==> config.mk <==
export PLATFORM = sky130hd
export DESIGN_NAME = modem_hs_ctrl
export DESIGN_NICKNAME = d
export VERILOG_FILES = /design/src/rtl/modem_hs_pkg.sv /design/src/rtl/modem_sync_bank.sv /design/src/rtl/modem_change_det.sv /design/src/rtl/modem_irq_fsm.sv /design/src/rtl/modem_hs_ctrl.sv
export SDC_FILE = /design/constraint.sdc
export NUM_CORES = 1
export LEC_CHECK = 0
export BUFFER_PORTS_ARGS = -buffer_cell sky130_fd_sc_hd__buf_2
export CAP_MARGIN = 20
export CORE_MARGIN = 3
export CORE_UTILIZATION = 34
export DETAILED_ROUTE_END_ITERATION = 10
export SETUP_SLACK_MARGIN = 0.02
export SYNTH_ARGS = -nofsm -noshare
export SYNTH_HDL_FRONTEND = slang
export SYNTH_HIERARCHICAL = 1
export SYNTH_SLANG_ARGS = --single-unit
==> constraint.sdc <==
create_clock -name clk -period 2.75 [get_ports clk]
set_input_delay 0.275 -clock clk [delete_from_list [all_inputs] [get_ports clk]]
set_output_delay 0.275 -clock clk [all_outputs]
set_load 0.02 [all_outputs]
==> src/rtl/modem_hs_pkg.sv <==
package modem_hs_pkg;
    localparam int NUM_LINES = 4;
    // line order inside vectors; the status word layout depends on it
    localparam int LN_CTS = 0;
    localparam int LN_DSR = 1;
    localparam int LN_RI  = 2;
    localparam int LN_DCD = 3;
    // control register bit positions
    localparam int CB_DTR = 0;
    localparam int CB_RTS = 1;
    localparam int CB_AUX_RI  = 2;
    localparam int CB_AUX_DCD = 3;

    typedef enum logic {
        MSI_QUIET  = 1'b0,
        MSI_RAISED = 1'b1
    } msi_state_t;
endpackage

==> src/rtl/modem_sync_bank.sv <==
module modem_sync_bank #(
    parameter int WIDTH  = 4,
    parameter int STAGES = 2
) (
    input  logic             clk,
    input  logic             rst_n,
    input  logic [WIDTH-1:0] d_n,
    output logic [WIDTH-1:0] q_n
);
    generate
        for (genvar i = 0; i < WIDTH; i++) begin : g_line
            logic [STAGES-1:0] sh;
            always_ff @(posedge clk or negedge rst_n) begin
                if (!rst_n) sh <= '1;
                else        sh <= {sh[STAGES-2:0], d_n[i]};
            end
            assign q_n[i] = sh[STAGES-1];
        end
    endgenerate
endmodule

==> src/rtl/modem_change_det.sv <==
module modem_change_det #(
    parameter int WIDTH = 4
) (
    input  logic             clk,
    input  logic             rst_n,
    input  logic [WIDTH-1:0] level_n,
    input  logic             rd,
    output logic [WIDTH-1:0] rise,
    output logic [WIDTH-1:0] flags
);
    logic [WIDTH-1:0] prev_q;
    logic [WIDTH-1:0] flags_d;

    // active-low line returning high: previous low, present high
    assign rise = ~prev_q & level_n;

    always_comb begin
        flags_d = flags;
        if (rd) flags_d = '0;
        flags_d = flags_d | rise;
    end

    always_ff @(posedge clk or negedge rst_n) begin
        if (!rst_n) begin
            prev_q <= '1;
            flags  <= '0;
        end else begin
            prev_q <= level_n;
            flags  <= flags_d;
        end
    end
endmodule

==> src/rtl/modem_irq_fsm.sv <==
module modem_irq_fsm
    import modem_hs_pkg::*;
(
    input  logic clk,
    input  logic rst_n,
    input  logic en,
    input  logic pending,
    output logic irq
);
    msi_state_t state_q, state_d;

    always_comb begin
        state_d = state_q;
        unique case (state_q)
            MSI_QUIET:  if (en && pending)   state_d = MSI_RAISED;
            MSI_RAISED: if (!en || !pending) state_d = MSI_QUIET;
            default:                         state_d = MSI_QUIET;
        endcase
    end

    always_ff @(posedge clk or negedge rst_n) begin
        if (!rst_n) state_q <= MSI_QUIET;
        else        state_q <= state_d;
    end

    always_comb begin
        irq = 1'b0;
        unique case (state_q)
            MSI_QUIET:  irq = 1'b0;
            MSI_RAISED: irq = 1'b1;
            default:    irq = 1'b0;
        endcase
    end
endmodule

==> src/rtl/modem_hs_ctrl.sv <==
module modem_hs_ctrl
    import modem_hs_pkg::*;
#(
    parameter int CTL_W       = 4,
    parameter int SYNC_STAGES = 2
) (
    input  logic                   clk,
    input  logic                   rst_n,
    input  logic                   ctl_wr,
    input  logic [CTL_W-1:0]       ctl_wdata,
    input  logic                   sts_rd,
    output logic [2*NUM_LINES-1:0] sts_rdata,
    input  logic                   msi_en,
    input  logic                   loop_en,
    input  logic                   cts_n,
    input  logic                   dsr_n,
    input  logic                   ri_n,
    input  logic                   dcd_n,
    output logic                   dtr_n,
    output logic                   rts_n,
    output logic                   irq
);
    localparam int STS_W = 2 * NUM_LINES;

    logic [CTL_W-1:0]     ctl_q;
    logic [NUM_LINES-1:0] pin_n, sync_n, loop_n, level_n;
    logic [NUM_LINES-1:0] line_rise, line_flags;

    always_ff @(posedge clk or negedge rst_n) begin
        if (!rst_n)      ctl_q <= '0;
        else if (ctl_wr) ctl_q <= ctl_wdata;
    end

    assign dtr_n = loop_en | ~ctl_q[CB_DTR];
    assign rts_n = loop_en | ~ctl_q[CB_RTS];

    always_comb begin
        pin_n[LN_CTS] = cts_n;
        pin_n[LN_DSR] = dsr_n;
        pin_n[LN_RI]  = ri_n;
        pin_n[LN_DCD] = dcd_n;
        loop_n[LN_CTS] = ~ctl_q[CB_RTS];
        loop_n[LN_DSR] = ~ctl_q[CB_DTR];
        loop_n[LN_RI]  = ~ctl_q[CB_AUX_RI];
        loop_n[LN_DCD] = ~ctl_q[CB_AUX_DCD];
    end

    modem_sync_bank #(.WIDTH(NUM_LINES), .STAGES(SYNC_STAGES)) u_sync (
        .clk   (clk),
        .rst_n (rst_n),
        .d_n   (pin_n),
        .q_n   (sync_n)
    );

    assign level_n = loop_en ? loop_n : sync_n;

    modem_change_det #(.WIDTH(NUM_LINES)) u_det (
        .clk     (clk),
        .rst_n   (rst_n),
        .level_n (level_n),
        .rd      (sts_rd),
        .rise    (line_rise),
        .flags   (line_flags)
    );

    modem_irq_fsm u_fsm (
        .clk     (clk),
        .rst_n   (rst_n),
        .en      (msi_en),
        .pending (|line_flags),
        .irq     (irq)
    );

    assign sts_rdata[STS_W-1:NUM_LINES] = ~level_n;
    assign sts_rdata[NUM_LINES-1:0]     = line_flags;
endmodule

==> flow_summary.ini, run 1 <==
[timing]
finClkSkew_ps = 1.31
fin_crit_ps = 1320
setup_viol = 0
hold_viol_final = 0
relSlewSlack_pct = 71.4
worst_pin_slew_ps = 429
slew_violations = 0
fmax_mhz = 755
rsz0062_at_grt = false
fin_setup_tns_ps = 0
period_share_pct = 48.2

[synth]
synth.distinct_cells = 13
synth_most_common_cell = dfstp_2
synth.yosys.seq_area_share_pct = 65.3
syn_area_um2 = 828
synthTopCellsByCount = dfstp_2 (12), dfrtp_1 (9), buf_4 (5), inv_1 (5)
synthArstFlopShare_pct = 100
ys.flop_type = dfstp_2
syn-num-nets = 73
synth_edf_count = 0
ys_seq_elements = 21
synth.avg_cell_area_um2 = 14.0
synth_top_area_share_pct = 38.1
yosysTopAreaCell = dfstp_2
syn_inst = 59
synthTopCellsByArea = dfstp_2 (38%), dfrtp_1 (27%), nor2b_4 (6.6%), mux2_2 (5.4%), mux2i_1 (4.8%)
yosysWarnings = 6

[detailed_routing]
first_pass_iters = 4
drtIter0Drc = 9
via_count = 474
drc = 0
routed_via_density = 4.27
antenna_left = 0
detail_route.wl_per_cell_um = 10.3
routed_wl_mm = 1.14

[pwr]
p_clk_share_pct = 22.9
swShare_pct = 25.2
p_comb_share_pct = 17.0
p_int_uw = 447
vdd_drop_max_v = 0.000261
p_per_area_nw_per_um2 = 609
total_power_uw = 598
leakagePower_uw = 0.000495
seq_power_share_pct = 60.1
switchingPower_uw = 151

[die]
die_h_um = 55.4
fp.dieW_um = 55.4
die_area_um2 = 3060
core.rowCount = 17
core_um2 = 2250
floorplan.initialDensity_pct = 36.7
num_io_pins = 25

[place]
port_buffers = 24
dp_hpwl_um = 901
gp_congestion = 0.715
dpl.cell_count = 106

[layout]
final_nets = 98
drive_gt1_share_pct = 56.6
area_growth_pct = 18.6
multi_input_area_um2 = 231
fin_util_pct = 43.6
regArea_um2 = 541
instances_no_fill = 111
num-fill-cells = 232
diodes = 0

[status]
status = completed

[setup_path]
cpPeakStageDelay_ps = 540
arrival_ps = 1050
critPathMaxFanout = 2
cp-end-kind = primary output
cp_cell_sequence = mux2i_1 -> buf_2
cp-start-kind = flip-flop
cp.required_ps = 2480
worstSetupPathType = flip-flop to primary output
crit_slowest_cell = dfstp_2

[clock_tree]
cts_tree = built
clockBufferDepth = 2
root_buffer = clkbuf_4
h-tree-depth = 1
clkSlewWorstSetupHoldPaths_ps = 100
clock_sinks = 21
clk_latency_ps = 280
cts_setup_buffers = 0
cts_buffers = 3
cts-resized-gates = 0
hold_buffers = 1

[global_route]
grt_usage_pct = 8.15
grt_max_degree = 22
grt_antenna_before_repair = 0
grt_overflow_total = 0
first_global_vias = 445
grt_pass1_wl_mm = 1.95

[run]
maxCapViolations = 0

[worst_hold_path]
hp-class = primary input to flip-flop
[flip-flops by register name, indices dropped and copies added, names as in the netlist]
register	flops
ctl_q	4
u_fsm/state_q	1
u_det/flags	4
u_det/prev_q	4
u_sync/g_line.sh	8
[final timing paths]
check | from | endpoint | slack [ps] | cells past startpoint
max | u_sync/g_line[0].sh[1]$_DFF_PN1_ | sts_rdata[4] | 1430 | 2
min | cts_n | u_sync/g_line[0].sh[0]$_DFF_PN1_ | 70 | 1
max reg2reg | u_det/flags[1]$_DFF_PN0_ | u_fsm/state_q$_DFF_PN0_ | 1600 | 2
min reg2reg | u_sync/g_line[3].sh[0]$_DFF_PN1_ | u_sync/g_line[3].sh[1]$_DFF_PN1_ | 360 | 0
max in group asynchronous | rst_n | u_det/prev_q[0]$_DFF_PN1_ | 1960 | 2
min in group asynchronous | rst_n | u_det/flags[2]$_DFF_PN0_ | 460 | 2
[logic make-up after synthesis]
kind of cell	count (synthesis)	synth area share, %
mux	8	10.3
flops	21	65.3
buf+inv	10	6.80
compound gates	8	6.04
simple gates	12	11.6
[area by class of cell]
class / instances / share of cell area, %
Multi-Input combinational cell: 28 / 23.6
Clock buffer: 4 / 2.68
Inverter: 5 / 1.91
Sequential cell: 21 / 55.0
Timing Repair Buffer: 25 / 13.2
Tap cell: 28 / 3.57
[stage by stage]
step	hold slack, ps	instance area [um^2]	setup slack (ps)
4_1_cts	62.3	982	1400
3_5_place_dp	242	946	1480
5_1_grt	57.4	982	1370
3_3_place_gp	246	946	1490
6_report	74.4	982	1430
2_1_floorplan	-20.6	828	1540
[routing by layer]
layer | routed length [um] | track usage [%] | up-vias
met3 | 58 | 1.87 | 2
met5 | 0 | 0 | -
met1 | 512 | 9.81 | 224
met4 | 27 | 6.25 | 0
li1 | - | - | 236
met2 | 542 | 12.5 | 12
[power groups by stage]
stage / sequential, uW / clock (uW) / combinational (uW)
2_1_floorplan: 376 / 0 / 55.9
3_3_place_gp: 365 / 0 / 102
3_5_place_dp: 365 / 0 / 103
4_1_cts: 360 / 146 / 104
5_1_grt: 363 / 155 / 112
6_report: 360 / 137 / 102
[cell usage in the layout, fill, tap and decap left out]
master / count
buf_2: 24
dfstp_2: 12
dfrtp_1: 9
inv_1: 5
mux2_2: 4
mux2i_1: 4
nand2_1: 4
o21ai_0: 4
nor2b_4: 4
a21o_1: 4
clkbuf_4: 3
nand2b_1: 2
or4_1: 1
clkbuf_1: 1
dlygate4sd3_1: 1
and2_1: 1
[critical path, delay by kind of cell (launching register included)]
| family | cells | cell delay (ps) |
|---|---|---|
| buffers and inverters | 1 | 160 |
| DFF | 1 | 540 |
| muxes | 1 | 60 |
Power figures use the tool's default switching activity.
==> run 2, diff against run 1 <==
ABC_AREA = 1   (was unset)
clock period = 1.2 ns   (was 2.75 ns; I/O delays follow)
==> flow_summary.ini, run 2 <==
[status]
status = completed

[layout]
mostFrequentLayoutCells = nand2_1 (44), buf_2 (22), dfstp_2 (12)
final_nets = 132
diodes = 0
top_register = u_sync/g_line.sh
regArea_um2 = 541
mostFrequentLayoutCell = nand2_1
drive_gt1_share_pct = 36.8
largest_reg_flops = 8
fin_util_pct = 46.0
num-fill-cells = 228
instances_no_fill = 145
area_growth_pct = 25.4
multi_input_area_um2 = 200

[place]
port_buffers = 24
dpl.cell_count = 135
gp_congestion = 0.701
dp_hpwl_um = 978

[pwr]
p_int_uw = 1010
seq_power_share_pct = 59.6
switchingPower_uw = 368
p_per_area_nw_per_um2 = 1330
p_comb_share_pct = 17.2
leakagePower_uw = 0.000566
p_clk_share_pct = 23.3
vdd_drop_max_v = 0.000881
swShare_pct = 26.7

[timing]
period_share_pct = 98.1
setup_viol = 0
fin_setup_tns_ps = 0
rsz0062_at_grt = true
fmax_mhz = 849
worst_pin_slew_ps = 424
fin_crit_ps = 1180
relSlewSlack_pct = 71.7
finClkSkew_ps = 5.07
slew_violations = 0
timing.hold.ws_ps = 16.3
hold_viol_final = 0

[detailed_routing]
routed_wl_mm = 1.30
antenna_left = 0
routed_via_density = 3.98
via_count = 577
detail_route.wl_per_cell_um = 8.94
drtIter0Drc = 4
first_pass_iters = 2
drc = 0

[clock_tree]
clkSlewWorstSetupHoldPaths_ps = 110
cts_buffers = 3
clk_latency_ps = 290
clock_sinks = 21
clockBufferDepth = 2
h-tree-depth = 1
root_buffer = clkbuf_4
cts_tree = built

[die]
die_area_um2 = 3060
die_h_um = 55.3
floorplan.initialDensity_pct = 36.7
num_io_pins = 25
core.rowCount = 17
core_um2 = 2250
fp.dieW_um = 55.3

[global_route]
grt_antenna_before_repair = 0
grt_overflow_total = 0
grt_pass1_wl_mm = 2.25
first_global_vias = 534
grt_usage_pct = 9.15
grt_max_degree = 22

[synth]
syn-num-nets = 102
syn_inst = 88
syn_area_um2 = 827
yosysWarnings = 6
synth.avg_cell_area_um2 = 9.40

[setup_path]
timing.rr.start = u_sync/g_line[0].sh[1]$_DFF_PN1_
reg2reg_slack_ps = 290
cp-start-kind = flip-flop
worstSetupPathType = flip-flop to primary output
arrival_ps = 1060
r2r-end = u_det/flags[0]$_DFF_PN0_
cp-end-kind = primary output
critPathMaxFanout = 2
cp.required_ps = 1080
r2r_cells = 5

[run]
maxCapViolations = 0

[worst_hold_path]
worstHoldPathCells = 3
hold_end = ctl_q[1]$_DFFE_PN0P_
hp-class = primary input to flip-flop
min_from = ctl_wdata[1]
## run 2: cell count changes in the layout (fill, tap and decap cells not counted), moves of 4 or more
cell / change
a21o_1: -4
dlygate4sd3_1: +4
inv_1: +6
mux2_2: -4
mux2i_1: -4
nand2_1: +40
nor2b_4: -4
o21ai_0: -4
## run 2: what timing repair did
action / in CTS / in global routing
resized for setup: 5 / 1
setup endpoints to repair: 4 / 4
endpoints found under the hold margin: 13 / 0
buffers inserted: 1 / 0
pin swaps: 0 / 0
hold buffers: 5 / 0
## run 2: area by class of cell
cell class,instances,share of cell area (%)
sequential,21,52.1
multi-input combinational,50,19.3
timing repair buffer,30,18.3
inverter,12,4.34
tap,28,3.38
clock buffer,4,2.53
## run 2: worst max path at each step
stage | startpoint | endpoint | slack [ps] | cells past startpoint
after floorplan | u_sync/g_line[0].sh[1]$_DFF_PN1_ | sts_rdata[4] | 140 | 2
after global placement | u_sync/g_line[1].sh[1]$_DFF_PN1_ | sts_rdata[5] | 340 | 2
after detailed placement | u_sync/g_line[1].sh[1]$_DFF_PN1_ | sts_rdata[5] | 340 | 2
after CTS | u_sync/g_line[3].sh[1]$_DFF_PN1_ | sts_rdata[7] | 5 | 2
after global routing | u_sync/g_line[2].sh[1]$_DFF_PN1_ | sts_rdata[6] | -20 | 2
final | u_sync/g_line[3].sh[1]$_DFF_PN1_ | sts_rdata[7] | 20 | 2
## run 2: metal layers
metal	global-route usage [%]	part of all wire [%]	vias up
li1	-	-	310
met1	11.5	42	248
met2	14.7	50	19
met3	3.04	7.4	0
met4	3.13	0	0
met5	0	0	-
## run 2: power by group through the flow
| stage | sequential (uW) | clock [uW] | combinational [uW] |
|---|---|---|---|
| floorplan | 855 | 0 | 116 |
| global placement | 833 | 0 | 216 |
| detailed placement | 836 | 0 | 218 |
| CTS | 824 | 344 | 242 |
| global route | 831 | 379 | 268 |
| finish | 823 | 321 | 237 |
## run 2: critical path, stage by stage, from the launching register on
cell,delay (ps)
dfstp_2,550
o21ai_1,50
buf_2,160
## run 2: per-stage QoR
| step | total power (uW) | instance area [um^2] | setup slack [ps] |
|---|---|---|---|
| finish | 1380 | 1040 | 22.3 |
| global route | 1480 | 1040 | -23.5 |
| CTS | 1410 | 1040 | 4.73 |
| detailed placement | 1050 | 941 | 338 |
| global placement | 1050 | 941 | 339 |
| floorplan | 971 | 827 | 145 |
==> run 3, diff against run 2 <==
REMOVE_ABC_BUFFERS = 1   (was unset)
==> flow_summary.ini, run 3 (synthesis gave the netlist of run 2 again) <==
[status]
status = completed

[pwr]
p_per_area_nw_per_um2 = 1290
seq_power_share_pct = 58.6
swShare_pct = 27.1
vdd_drop_max_v = 0.000891
p_int_uw = 1020
p_comb_share_pct = 18.4
p_clk_share_pct = 23.0
switchingPower_uw = 381
leakagePower_uw = 0.000589

[global_route]
grt_antenna_before_repair = 0
grt_usage_pct = 9.80
grt_max_degree = 22
first_global_vias = 616
grt_overflow_total = 0
grt_pass1_wl_mm = 2.38

[clock_tree]
clockBufferDepth = 2
cts_tree = built
clk_latency_ps = 300
cts_buffers = 3
h-tree-depth = 1
clock_sinks = 21
clkSlewWorstSetupHoldPaths_ps = 110
root_buffer = clkbuf_4

[die]
die_h_um = 55.3
die_area_um2 = 3060
core_um2 = 2250
core.rowCount = 17
fp.dieW_um = 55.3
floorplan.initialDensity_pct = 36.7
num_io_pins = 25

[timing]
fin_crit_ps = 1170
hold_viol_final = 0
relSlewSlack_pct = 70.1
finClkSkew_ps = 0.788
layout_setup_ws_ps = 28.1
setup_viol = 0
rsz0062_at_grt = true
slew_violations = 0
worst_pin_slew_ps = 449
period_share_pct = 97.7
fmax_mhz = 853

[layout]
mostFrequentLayoutCell = nand2_1
drive_gt1_share_pct = 39.2
mostFrequentLayoutCells = nand2_1 (44), buf_2 (20), dfstp_2 (12)
area_growth_pct = 31.3
top_register = u_sync/g_line.sh
largest_reg_flops = 8
design_area_um2 = 1090
final_nets = 135
diodes = 0

[detailed_routing]
routed_wl_mm = 1.35
routed_via_density = 4.03
antenna_left = 0
via_count = 597
detail_route.wl_per_cell_um = 9.13
drtIter0Drc = 9
first_pass_iters = 2
drc = 0

[setup_path]
crit_slowest_cell = dfstp_2
cp-start-kind = flip-flop
arrival_ps = 1050
critPathMaxFanout = 2
path_buf_inv = 1
cp-end-kind = primary output
cp_cell_sequence = o21ai_2 -> buf_6
cpPeakStageDelay_ps = 560
worstSetupPathType = flip-flop to primary output
path_delay_family = flip-flops
cp.required_ps = 1080

[place]
dpl_worst_slack_ps = 316
placed_cell_area_um2 = 941
port_buffers = 24
dp_hpwl_um = 974
gp_congestion = 0.734

[worst_hold_path]
hp-class = primary input to flip-flop

[run]
maxCapViolations = 0
==> run 3: cell count changes in the layout (fill, tap and decap cells not counted) <==
cell / previous run / this run
buf_2: 22 / 20
buf_4: 1 / 2
buf_6: 2 / 4
clkbuf_1: 1 / 0
clkinv_2: 0 / 1
dlygate4sd3_1: 5 / 7
o21ai_1: 2 / 0
o21ai_2: 2 / 4
==> run 3: worst paths after layout <==
path                                                   from                                to  slack (ps)  cells past startpoint
setup / recovery           u_sync/g_line[0].sh[1]$_DFF_PN1_                      sts_rdata[4]          30                      2
hold / removal                                 ctl_wdata[0]              ctl_q[0]$_DFFE_PN0P_          20                      3
max in group asynchronous                             rst_n         u_det/prev_q[1]$_DFF_PN1_         570                      2
setup reg to reg           u_sync/g_line[2].sh[1]$_DFF_PN1_          u_det/flags[2]$_DFF_PN0_         270                      5
min in group asynchronous                             rst_n           u_fsm/state_q$_DFF_PN0_         290                      2
hold reg to reg            u_sync/g_line[0].sh[0]$_DFF_PN1_  u_sync/g_line[0].sh[1]$_DFF_PN1_         360                      0
==> run 3: metal layers <==
| layer | global-route usage [%] | vias to the layer above | share of wire, % |
|---|---|---|---|
| met2 | 18.1 | 21 | 50 |
| met3 | 4.91 | 0 | 8.3 |
| met1 | 9.75 | 260 | 42 |
| li1 | - | 316 | - |
| met5 | 0 | - | 0 |
| met4 | 2.08 | 0 | 0 |
==> run 3: metrics by stage <==
| stage | cells | total power (uW) | hold WS (ps) | util [%] | setup TNS (ps) |
|---|---|---|---|---|---|
| finish | 148 | 1400 | 16.4 | 48.2 | 0 |
| global route | 148 | 1510 | 10.7 | 48.2 | -62.8 |
| CTS | 148 | 1440 | 3.54 | 48.2 | 0 |
| detailed placement | 135 | 1050 | 94.3 | 41.7 | 0 |
| global placement | 135 | 1050 | 92.3 | 41.7 | 0 |
| floorplan | 83 | 955 | -176 | - | 0 |
==> run 3: tightest hold or removal path, delay by kind of cell <==
family / cells / cell delay [ps]
buffers and inverters: 1 / 70
AND/OR/NAND/NOR: 2 / 90
==> run 3: timing repair <==
action | 4_1_cts | 5_1_grt
hold endpoints to repair | 15 | 0
setup endpoints to repair | 4 | 4
hold buffers | 7 | 0
buffers inserted | 2 | 0
pin swaps | 0 | 2
gates resized for setup | 12 | 0
==> run 3: power by group through the flow <==
stage	logic [uW]	clock network, uW	registers, uW
final	258	323	823
after global routing	286	386	834
after CTS	262	350	824
after detailed placement	218	0	836
after global placement	216	0	832
after floorplan	97.5	0	857
==> run 3: layout make-up <==
cell class	count	area [um^2]
clock buffer	3	22.5
clock inverter	1	5.00
fill	225	1170
inverter	12	45.0
multi-input combinational	50	208
sequential	21	541
tap	28	35.0
timing repair buffer	33	230
